<file path="config.mk">
export PLATFORM = sky130hd
export DESIGN_NAME = clkgen_regbank
export DESIGN_NICKNAME = d
export VERILOG_FILES = /design/src/rtl/clkgen_pkg.sv /design/src/rtl/clkgen_sync.sv /design/src/rtl/clkgen_status.sv /design/src/rtl/clkgen_ctrl.sv /design/src/rtl/clkgen_regbank.sv
export SDC_FILE = /design/constraint.sdc
export NUM_CORES = 1
export LEC_CHECK = 0
export ABC_AREA = 0
export BUFFER_PORTS_ARGS = -buffer_cell sky130_fd_sc_hd__buf_2
export CORE_UTILIZATION = 55
export DETAILED_ROUTE_END_ITERATION = 8
export GPL_ROUTABILITY_DRIVEN = 0
export PLACE_DENSITY = 0.88
export RECOVER_POWER = 100
export SLEW_MARGIN = 20
export SYNTH_ARGS = -nofsm -noshare
export SYNTH_HDL_FRONTEND = slang
export SYNTH_HIERARCHICAL = 1
export SYNTH_SLANG_ARGS = --single-unit
</file>
<file path="constraint.sdc">
create_clock -name clk -period 2.85 [get_ports clk]
set_input_delay 0.4275 -clock clk [delete_from_list [all_inputs] [get_ports clk]]
set_output_delay 0.4275 -clock clk [all_outputs]
set_load 0.01 [all_outputs]
</file>
<file path="src/rtl/clkgen_pkg.sv">
package clkgen_pkg;
  localparam int ADDR_W  = 3;
  localparam int DATA_W  = 8;
  localparam int MULT_W  = 6;
  localparam int REFDV_W = 3;

  localparam logic [ADDR_W-1:0] A_MULT   = 3'd0;
  localparam logic [ADDR_W-1:0] A_REFDV  = 3'd1;
  localparam logic [ADDR_W-1:0] A_FLAGS  = 3'd2;
  localparam logic [ADDR_W-1:0] A_CTRL   = 3'd3;
  localparam logic [ADDR_W-1:0] A_CLKSEL = 3'd4;

  // bit positions that software decodes
  localparam int B_LOCKIF = 7;
  localparam int B_LOCK   = 6;
  localparam int B_LHIF   = 1;
  localparam int B_LHOME  = 0;
  localparam int B_BSPLL  = 6;
  localparam int B_BSSLOW = 5;
  localparam int B_MSLOW  = 2;

  typedef struct packed {
    logic lock_ie;
    logic pll_on;
    logic auto_bw;
    logic acq;
    logic pstop;
    logic lh_ie;
    logic no_lh;
  } ctrl_t;

  localparam ctrl_t CTRL_RST = '{lock_ie: 1'b0, pll_on: 1'b1, auto_bw: 1'b1,
                                 acq: 1'b0, pstop: 1'b0, lh_ie: 1'b0, no_lh: 1'b0};
endpackage

</file>
<file path="src/rtl/clkgen_sync.sv">
module clkgen_sync #(
  parameter int              WIDTH   = 3,
  parameter int              STAGES  = 2,
  parameter logic [WIDTH-1:0] RST_VAL = '0
) (
  input  logic             clk,
  input  logic             rst_n,
  input  logic [WIDTH-1:0] d,
  output logic [WIDTH-1:0] q
);
  logic [STAGES-1:0][WIDTH-1:0] stg;

  always_ff @(posedge clk or negedge rst_n) begin
    if (!rst_n) stg <= {STAGES{RST_VAL}};
    else        stg <= {stg[STAGES-2:0], d};
  end

  assign q = stg[STAGES-1];
endmodule

</file>
<file path="src/rtl/clkgen_status.sv">
module clkgen_status (
  input  logic clk,
  input  logic rst_n,
  input  logic lock_s,
  input  logic lost_s,
  input  logic no_lh,
  input  logic clr_lock,
  input  logic clr_lh,
  output logic lock_st,
  output logic lock_chg,
  output logic lh_st,
  output logic lh_chg
);
  logic lh_now, lock_now;
  logic lock_chg_n, lh_chg_n;

  assign lh_now   = lost_s & ~no_lh;
  assign lock_now = lock_s & ~lh_now;

  always_comb begin
    lh_chg_n = lh_chg;
    if (clr_lh) lh_chg_n = 1'b0;
    if (lh_now != lh_st) lh_chg_n = 1'b1;   // set beats clear

    lock_chg_n = lock_chg;
    if (clr_lock) lock_chg_n = 1'b0;
    if (lock_now != lock_st) lock_chg_n = 1'b1;
    if (lh_now) lock_chg_n = 1'b0;         // held clear in limp-home
  end

  always_ff @(posedge clk or negedge rst_n) begin
    if (!rst_n) begin
      lh_st    <= 1'b0;
      lock_st  <= 1'b0;
      lh_chg   <= 1'b0;
      lock_chg <= 1'b0;
    end else begin
      lh_st    <= lh_now;
      lock_st  <= lock_now;
      lh_chg   <= lh_chg_n;
      lock_chg <= lock_chg_n;
    end
  end

  p_lock_clear_limp_r5: assert property (@(posedge clk) disable iff (!rst_n)
    lh_st |-> (!lock_st && !lock_chg));

  p_lock_edge_sets_r3: assert property (@(posedge clk) disable iff (!rst_n)
    (lock_now != lock_st && !lh_now) |=> lock_chg);

  p_lh_edge_sets_r4: assert property (@(posedge clk) disable iff (!rst_n)
    (lh_now != lh_st) |=> lh_chg);

  p_lh_w1c_r4: assert property (@(posedge clk) disable iff (!rst_n)
    (clr_lh && lh_now == lh_st) |=> !lh_chg);
endmodule

</file>
<file path="src/rtl/clkgen_ctrl.sv">
module clkgen_ctrl
  import clkgen_pkg::*;
(
  input  logic              clk,
  input  logic              rst_n,
  input  logic              bus_wr,
  input  logic [ADDR_W-1:0] bus_addr,
  input  logic [DATA_W-1:0] bus_wdata,
  input  logic              pwr_ok_s,
  input  logic              special_mode,
  output logic [MULT_W-1:0] mult,
  output logic [REFDV_W-1:0] refdv,
  output ctrl_t             ctrl,
  output logic              bs_pll,
  output logic              bs_slow,
  output logic              ms_slow
);
  logic wr_mult, wr_refdv, wr_ctrl, wr_sel;
  logic nolh_done;
  ctrl_t ctrl_n;
  logic bs_pll_n, bs_slow_n, ms_slow_n;

  assign wr_mult  = bus_wr && bus_addr == A_MULT;
  assign wr_refdv = bus_wr && bus_addr == A_REFDV;
  assign wr_ctrl  = bus_wr && bus_addr == A_CTRL;
  assign wr_sel   = bus_wr && bus_addr == A_CLKSEL;

  always_comb begin
    ctrl_n = ctrl;
    if (wr_ctrl) begin
      ctrl_n.lock_ie = bus_wdata[7];
      ctrl_n.pll_on  = bus_wdata[6] | bs_pll;
      ctrl_n.auto_bw = bus_wdata[5];
      if (!bus_wdata[5]) ctrl_n.acq = bus_wdata[4];
      ctrl_n.pstop   = bus_wdata[2];
      ctrl_n.lh_ie   = bus_wdata[1];
      if (special_mode || !nolh_done) ctrl_n.no_lh = bus_wdata[0];
    end
    bs_pll_n  = bs_pll;
    bs_slow_n = bs_slow;
    ms_slow_n = ms_slow;
    if (wr_sel) begin
      bs_pll_n  = bus_wdata[B_BSPLL] & ctrl.pll_on;
      bs_slow_n = bus_wdata[B_BSSLOW];
      ms_slow_n = bus_wdata[B_MSLOW];
    end
    if (!pwr_ok_s) begin
      ctrl_n.lock_ie = 1'b0;
      ctrl_n.pll_on  = 1'b0;
      ctrl_n.lh_ie   = 1'b0;
      ctrl_n.no_lh   = 1'b1;
      bs_pll_n       = 1'b0;
    end
  end

  always_ff @(posedge clk or negedge rst_n) begin
    if (!rst_n) begin
      mult      <= '0;
      refdv     <= '0;
      ctrl      <= CTRL_RST;
      nolh_done <= 1'b0;
      bs_pll    <= 1'b0;
      bs_slow   <= 1'b0;
      ms_slow   <= 1'b0;
    end else begin
      if (wr_mult && !bs_pll)  mult  <= bus_wdata[MULT_W-1:0];
      if (wr_refdv && !bs_pll) refdv <= bus_wdata[REFDV_W-1:0];
      if (wr_ctrl) nolh_done <= 1'b1;
      ctrl    <= ctrl_n;
      bs_pll  <= bs_pll_n;
      bs_slow <= bs_slow_n;
      ms_slow <= ms_slow_n;
    end
  end

  p_div_frozen_r2: assert property (@(posedge clk) disable iff (!rst_n)
    (bs_pll && (wr_mult || wr_refdv)) |=> ($stable(mult) && $stable(refdv)));

  p_pll_under_bus_r8: assert property (@(posedge clk) disable iff (!rst_n)
    bs_pll |-> ctrl.pll_on);

  p_pwr_low_r7: assert property (@(posedge clk) disable iff (!rst_n)
    !pwr_ok_s |=> (!ctrl.pll_on && !ctrl.lock_ie && !ctrl.lh_ie && ctrl.no_lh && !bs_pll));

  p_nolh_once_r10: assert property (@(posedge clk) disable iff (!rst_n)
    (nolh_done && !special_mode && pwr_ok_s) |=> $stable(ctrl.no_lh));
endmodule

</file>
<file path="src/rtl/clkgen_regbank.sv">
module clkgen_regbank
  import clkgen_pkg::*;
#(
  parameter int SYNC_STAGES = 2
) (
  input  logic              clk,
  input  logic              rst_n,
  input  logic              bus_wr,
  input  logic [ADDR_W-1:0] bus_addr,
  input  logic [DATA_W-1:0] bus_wdata,
  output logic [DATA_W-1:0] bus_rdata,
  input  logic              lock_in,
  input  logic              ref_lost_in,
  input  logic              pll_pwr_ok,
  input  logic              special_mode,
  output logic              pll_en,
  output logic              bw_low,
  output logic              bus_sel_pll,
  output logic              bus_sel_slow,
  output logic              mod_sel_slow,
  output logic              irq
);
  localparam int SW = 3;

  logic [SW-1:0] st_s;
  logic lock_s, lost_s, pwr_s;
  logic [MULT_W-1:0]  mult;
  logic [REFDV_W-1:0] refdv;
  ctrl_t ctrl;
  logic bs_pll, bs_slow, ms_slow;
  logic lock_st, lock_chg, lh_st, lh_chg;
  logic wr_flags, acq_rd;

  clkgen_sync #(.WIDTH(SW), .STAGES(SYNC_STAGES), .RST_VAL(3'b100)) u_sync (
    .clk(clk), .rst_n(rst_n),
    .d({pll_pwr_ok, ref_lost_in, lock_in}), .q(st_s)
  );
  assign {pwr_s, lost_s, lock_s} = st_s;

  clkgen_ctrl u_ctrl (
    .clk(clk), .rst_n(rst_n), .bus_wr(bus_wr), .bus_addr(bus_addr),
    .bus_wdata(bus_wdata), .pwr_ok_s(pwr_s), .special_mode(special_mode),
    .mult(mult), .refdv(refdv), .ctrl(ctrl),
    .bs_pll(bs_pll), .bs_slow(bs_slow), .ms_slow(ms_slow)
  );

  assign wr_flags = bus_wr && bus_addr == A_FLAGS;

  clkgen_status u_status (
    .clk(clk), .rst_n(rst_n), .lock_s(lock_s), .lost_s(lost_s),
    .no_lh(ctrl.no_lh),
    .clr_lock(wr_flags && bus_wdata[B_LOCKIF]),
    .clr_lh(wr_flags && bus_wdata[B_LHIF]),
    .lock_st(lock_st), .lock_chg(lock_chg), .lh_st(lh_st), .lh_chg(lh_chg)
  );

  assign acq_rd = ctrl.auto_bw ? lock_st : ctrl.acq;

  always_comb begin
    bus_rdata = '0;
    case (bus_addr)
      A_MULT:   bus_rdata[MULT_W-1:0]  = mult;
      A_REFDV:  bus_rdata[REFDV_W-1:0] = refdv;
      A_FLAGS: begin
        bus_rdata[B_LOCKIF] = lock_chg;
        bus_rdata[B_LOCK]   = lock_st;
        bus_rdata[B_LHIF]   = lh_chg;
        bus_rdata[B_LHOME]  = lh_st;
      end
      A_CTRL:   bus_rdata = {ctrl.lock_ie, ctrl.pll_on, ctrl.auto_bw, acq_rd,
                             1'b0, ctrl.pstop, ctrl.lh_ie, ctrl.no_lh};
      A_CLKSEL: begin
        bus_rdata[B_BSPLL]  = bs_pll;
        bus_rdata[B_BSSLOW] = bs_slow;
        bus_rdata[B_MSLOW]  = ms_slow;
      end
      default:  bus_rdata = '0;
    endcase
  end

  assign pll_en       = ctrl.pll_on | lh_st;
  assign bus_sel_pll  = bs_pll | lh_st;
  assign bus_sel_slow = bs_slow & ~bus_sel_pll;
  assign mod_sel_slow = ms_slow & ~lh_st;
  assign bw_low       = acq_rd;
  assign irq          = (lock_chg & ctrl.lock_ie) | (lh_chg & ctrl.lh_ie);

  p_limp_force_r11: assert property (@(posedge clk) disable iff (!rst_n)
    lh_st |-> (pll_en && bus_sel_pll && !mod_sel_slow));

  p_slow_masked_r12: assert property (@(posedge clk) disable iff (!rst_n)
    bus_sel_pll |-> !bus_sel_slow);

  p_irq_src_r13: assert property (@(posedge clk) disable iff (!rst_n)
    irq |-> (lock_chg || lh_chg));
endmodule

</file>
==> results_dict.tcl, run 1 <==
set metrics [dict create \
    grt_pass1_vias 931 \
    clockBufferDepth 2 \
    yosys_most_used_dff "dfrtp_1" \
    synth_top_family_by_area "simple AND/OR/NAND/NOR gates" \
    hp-class "input pin to flip-flop" \
    async_reset_ff_frac 1.00 \
    yosysMostFrequentCell "dfrtp_1" \
    detail-route-antenna-nets 0 \
    die-area_um2 2870 \
    maxSlewHeadroom -0.0498 \
    synth_simple_gate_area_share 0.185 \
    clk_latency_ns 0.33 \
    htreeDepth 2 \
    wl_met1_mm 1.24 \
    rows 18 \
    drive_gt1_frac 0.352 \
    wl_met3_um 137 \
    crit_path_cell_trace "clkbuf_1 -> mux4_2 -> and2_1 -> clkbuf_1" \
    synth_common_cells "dfrtp_1, mux2_2, nor2_1, nor2b_1" \
    top_signal_layer_used "met4" \
    portBuffers 31 \
    hold_ws_ns 0.176 \
    grt_util_all_layers 0.226 \
    die_x_um 53.6 \
    leakage_nw 0.771 \
    root_buffer "clkbuf_4" \
    drv_slew 31 \
    wl_met2_mm 1.33 \
    fp.dieH_um 53.6 \
    grt_pass1_wl_mm 4.21 \
    drt-vias-per-instance 5.53 \
    initial_utilization 0.586 \
    yosysWarnings 6 \
    path_max_fanout 19 \
    vias 968 \
    tns_ns 0 \
    period_minus_slack_ns 2.34 \
    outcome "complete, but fails checks" \
    crit_top_cell "clkbuf_1" \
    synth_area_um2 1460 \
    cp.required_ns 2.42 \
    ys_ff_latch 30 \
    syn_inst 113 \
    post_cts_resize_count 0 \
    wl_per_cell_um 15.7 \
    diodes 0 \
    crit_slowest_cell "clkbuf_1" \
    io_pins 32 \
    dp.cells 167 \
    crit_arrival_ns 1.91 \
    critPathKind "input pin to primary output" \
    synthXorXnorAreaFrac 0.0120 \
    rsz0062_at_grt "false" \
    firstDrtPassIters 4 \
    synth_top_cell_area_share 0.444 \
    syn-num-nets 131 \
    synth-seq-area-share 0.516 \
    core_area_um2 2500 \
    violations "capacitance limit, slew limit" \
    clock-sinks 30 \
    setup-violations-final 0 \
    numCtsBuffers 5 \
    max_freq_mhz 427 \
    synthMuxAreaShare 0.181 \
    maxCapViolations 1 \
    period_share 0.821 \
    yosysTopAreaCell "dfrtp_1" \
    worst_pin_slew_ns 1.57 \
    crit_path_max_incr_delay_ns 0.61 \
    fin_skew_ns 0.0105 \
    crit_path_end_kind "primary output" \
    syn_area_per_cell_um2 13.0 \
    post_cts_buffers 0 \
    drt-initial-drc-count 15 \
    synth-edff-count 0 \
    fin_cells 175 \
    ir_worst_vdd_uv 480 \
    cts_tree "done" \
    drt-total-wl_mm 2.75 \
    critPathLaunchType "input pin" \
    dp_hpwl_mm 1.92 \
    final_hold_viol_count 0 \
    cts_hold_buffers 0 \
    grt_max_degree 31 \
    ys_types 38 \
    grt.overflow.total 0 \
    synth_compound_area_frac 0.0624 \
    drc_errors 0 \
    p_per_area_nw_per_um2 612 \
    fin_nets 162 \
    synthAdderAreaFrac 0 \
    cts.clk_slew.worst_paths_ns 0.10 \
    synth_area_leaders "dfrtp_1, mux2_2, dfstp_2" \
    antenna_found_initial 0 \
    synthToLayoutAreaGrowth_pct 12.8 \
]
==> report_power, final <==
group	switching (mW)	total [mW]	internal [mW]
registers	0.0332	0.517	0.484
clock network	0.147	0.328	0.182
logic	0.0739	0.166	0.0923
==> final cells by class <==
cell class | count | area (um2)
fillers | 213 | 848
flip-flops and latches | 30 | 756
clock inverters | 3 | 40.0
multi-input cells | 72 | 628
well taps | 30 | 37.5
inverters | 4 | 15.0
repair buffers | 31 | 138
clock buffers | 5 | 37.5
==> layer usage <==
layer,vias to the layer above,track usage
met1,471,0.267
met3,4,0.105
met2,22,0.342
met5,-,0
li1,471,-
met4,0,0.118
==> registers in the layout, summed over array words and instances (netlist names) <==
name and flops:
u_ctrl/ctrl 7, u_ctrl/mult 6, u_ctrl/refdv 3, u_sync/q 3, u_sync/stg 3, u_ctrl/bs_pll 1
u_ctrl/bs_slow 1, u_ctrl/ms_slow 1, u_ctrl/nolh_done 1, u_status/lh_chg 1, u_status/lh_st 1, u_status/lock_chg 1
u_status/lock_st 1
==> stage by stage <==
step                      area [um2]   util  power, mW  worst slack (ns)
after CTS                       1690  0.674       1.03             0.800
after global routing            1650  0.661       1.07             0.390
after global placement          1610  0.643      0.686             0.866
final                           1650  0.661       1.01             0.511
after floorplan                 1460      -      0.634              1.24
after detailed placement        1610  0.643      0.697             0.856
==> logic make-up (layout without fill, tap and decap cells) <==
kind of cell,Yosys count,in the layout
buf+inv,11,43
mux,22,22
compound gates,12,12
flops,30,30
xor+xnor,2,2
simple gates,36,36
==> worst max-delay path: cells and delay by family <==
kind | cells | cell delay [ns]
buf+inv | 2 | 0.73
mux | 1 | 0.58
simple gates | 1 | 0.17
==> placed cells by master, fill, tap and decap left out, types with 3 or more instances in the layout <==
| cell type | instances |
|---|---|
| dfrtp_1 | 26 |
| buf_2 | 17 |
| mux2_2 | 16 |
| clkbuf_1 | 14 |
| nor2b_1 | 6 |
| nor2_1 | 5 |
| clkbuf_4 | 5 |
| inv_1 | 4 |
| mux2i_1 | 4 |
| and4b_1 | 4 |
| nor4b_1 | 3 |
| nand2b_1 | 3 |
| o21ai_0 | 3 |
| dfstp_2 | 3 |
==> final timing paths <==
check	start	cells after the start	slack, ns	to
max	bus_addr[0]	4	0.51	bus_rdata[0]
min	pll_pwr_ok	1	0.18	u_sync/stg[2]$_DFF_PN1_
max reg2reg	u_ctrl/bs_pll$_DFFE_PN0P_	3	1.48	u_ctrl/mult[4]$_DFFE_PN0P_
min reg2reg	u_sync/stg[2]$_DFF_PN1_	0	0.36	u_sync/q[2]$_DFF_PN1_
max in group asynchronous	rst_n	1	1.46	u_ctrl/mult[0]$_DFFE_PN0P_
min in group asynchronous	rst_n	1	0.47	u_ctrl/ctrl[6]$_DFFE_PN0P_
(Power assumes the default switching activity.)
==> inputs of run 2 (changes only) <==
--- a/config.mk
+++ b/config.mk
@@ -7,10 +7,10 @@
 export LEC_CHECK = 0
 export ABC_AREA = 0
 export BUFFER_PORTS_ARGS = -buffer_cell sky130_fd_sc_hd__buf_2
-export CORE_UTILIZATION = 55
+export CORE_UTILIZATION = 53
 export DETAILED_ROUTE_END_ITERATION = 8
 export GPL_ROUTABILITY_DRIVEN = 0
-export PLACE_DENSITY = 0.88
+export PLACE_DENSITY = 0.85
 export RECOVER_POWER = 100
 export SLEW_MARGIN = 20
 export SYNTH_ARGS = -nofsm -noshare
==> constraint.sdc (replaced) <==
create_clock -name clk -period 2.3 [get_ports clk]
set_input_delay 0.345 -clock clk [delete_from_list [all_inputs] [get_ports clk]]
set_output_delay 0.345 -clock clk [all_outputs]
set_load 0.01 [all_outputs]
==> run 2 against run 1 <==
  * The run still ends with capacitance limit, slew limit left
  * Routed wire length increased by 2.6%
  * Sequential share of layout area is the same
  * Global-route usage is 0.14 points higher
  * Clock power grew 31%
  * Hold slack got worse by 0.087 ns
  * Cell count unchanged
  * Combinational power grew 23%
==> results_dict.tcl, run 2 (synthesis gave the netlist of run 1 again) <==
set metrics [dict create \
    worst_pin_slew_ns 1.55 \
    detail-route-antenna-nets 0 \
    core_area_um2 2540 \
    die-area_um2 2980 \
    cts.clk_slew.worst_paths_ns 0.10 \
    cp.required_ns 1.96 \
    grt_pass1_vias 995 \
    drv_slew 31 \
    maxSlewHeadroom -0.0327 \
    top_register "u_ctrl/ctrl" \
    power_mw 1.28 \
    fillers 204 \
    crit_path_end_kind "primary output" \
    path_max_fanout 3 \
    numCtsBuffers 5 \
    firstDrtPassIters 4 \
    drt-initial-drc-count 11 \
    cts_tree "done" \
    hp-class "input pin to flip-flop" \
    leakage_nw 0.761 \
    largest_reg_flops 7 \
    critPathLaunch "u_ctrl/ctrl[4]$_DFFE_PN1P_" \
    multiInputGateArea_um2 623 \
    post_cts_buffers 0 \
    wl_per_cell_um 16.1 \
    fin_nets 162 \
    initial_utilization 0.575 \
    vias 987 \
    drt-total-wl_mm 2.82 \
    post-route-util 0.649 \
    reg2reg_from "u_ctrl/bs_pll$_DFFE_PN0P_" \
    period_minus_slack_ns 1.94 \
    clk_latency_ns 0.34 \
    maxCapViolations 1 \
    grt.overflow.total 0 \
    synthToLayoutAreaGrowth_pct 12.8 \
    period_share 0.842 \
    tns_ns 0 \
    setup-violations-final 0 \
    post_cts_resize_count 0 \
    clock-sinks 30 \
    dp_worst_setup_slack_ns 0.465 \
    diodes 0 \
    htreeDepth 2 \
    register_area_um2 756 \
    ir_worst_vdd_uv 686 \
    grt_pass1_wl_mm 4.46 \
    grt_util_all_layers 0.227 \
    p_per_area_nw_per_um2 773 \
    top_regs "u_ctrl/ctrl: 7 flops, u_ctrl/mult: 6 flops" \
    drt-vias-per-instance 5.64 \
    final_hold_viol_count 0 \
    clockBufferDepth 2 \
    drc_errors 0 \
    antenna_found_initial 0 \
    portBuffers 31 \
    fp.dieH_um 54.6 \
    io_pins 32 \
    grt_max_degree 31 \
    fin_skew_ns 0.00442 \
    critPathLaunchType "flip-flop" \
    rsz0062_at_grt "false" \
    min_from "pll_pwr_ok" \
    drive_gt1_frac 0.345 \
    final_common_cell "dfrtp_1" \
    violations "capacitance limit, slew limit" \
    worst_slack_ns 0.362 \
    cts_hold_buffers 0 \
    root_buffer "clkbuf_4" \
    max_freq_mhz 516 \
    die_x_um 54.6 \
    rows 18 \
    final_cell_mix "dfrtp_1, mux2_2, buf_2, clkbuf_1, nor2b_1" \
    critPathKind "flip-flop to primary output" \
    crit_arrival_ns 1.59 \
    dp_hpwl_mm 2.03 \
    outcome "complete, but fails checks" \
]
==> run 2: final cells by class <==
class                   count  share of cell area
multi-input cells          72               0.377
repair buffers             31              0.0833
inverters                   4             0.00909
clock inverters             3              0.0273
clock buffers               5              0.0227
well taps                  30              0.0227
flip-flops and latches     30               0.458
==> run 2: power breakdown <==
group          leakage, nW  total, mW  internal (mW)  switching, mW
combinational        0.374      0.204          0.114         0.0905
sequential           0.350      0.641          0.599         0.0416
clock               0.0374      0.431          0.228          0.203
total                0.761       1.28          0.941          0.335
==> run 2: path summary, 6_finish.rpt <==
kind	endpoint	depth (start not counted)	slack (ns)
max reg2reg	u_ctrl/mult[4]$_DFFE_PN0P_	3	0.78
max	bus_rdata[4]	3	0.36
min reg2reg	u_sync/q[2]$_DFF_PN1_	0	0.36
min in group asynchronous	u_sync/q[0]$_DFF_PN0_	1	0.37
min	u_sync/stg[2]$_DFF_PN1_	1	0.09
max in group asynchronous	u_ctrl/mult[5]$_DFFE_PN0P_	1	1.03
==> run 2: critical path: stages, from the launching register on <==
cell      delay, ns
dfstp_1        0.55
mux2_2         0.35
a41o_1         0.23
clkbuf_1       0.12
==> run 2: routing by layer <==
layer,global-route usage,vias to the layer above,part of all wire
met1,0.264,482,0.43
met3,0.0833,10,0.051
met4,0.120,0,0.025
met5,0,-,0
met2,0.364,24,0.49
li1,-,471,-
==> run 2: through the flow <==
| stage | hold slack, ns | cells | instance area [um2] |
|---|---|---|---|
| floorplan | 0.0494 | 113 | 1460 |
| global placement | 0.333 | 167 | 1610 |
| detailed placement | 0.347 | 167 | 1610 |
| CTS | 0.0268 | 175 | 1690 |
| global route | 0.0695 | 175 | 1650 |
| finish | 0.0894 | 175 | 1650 |
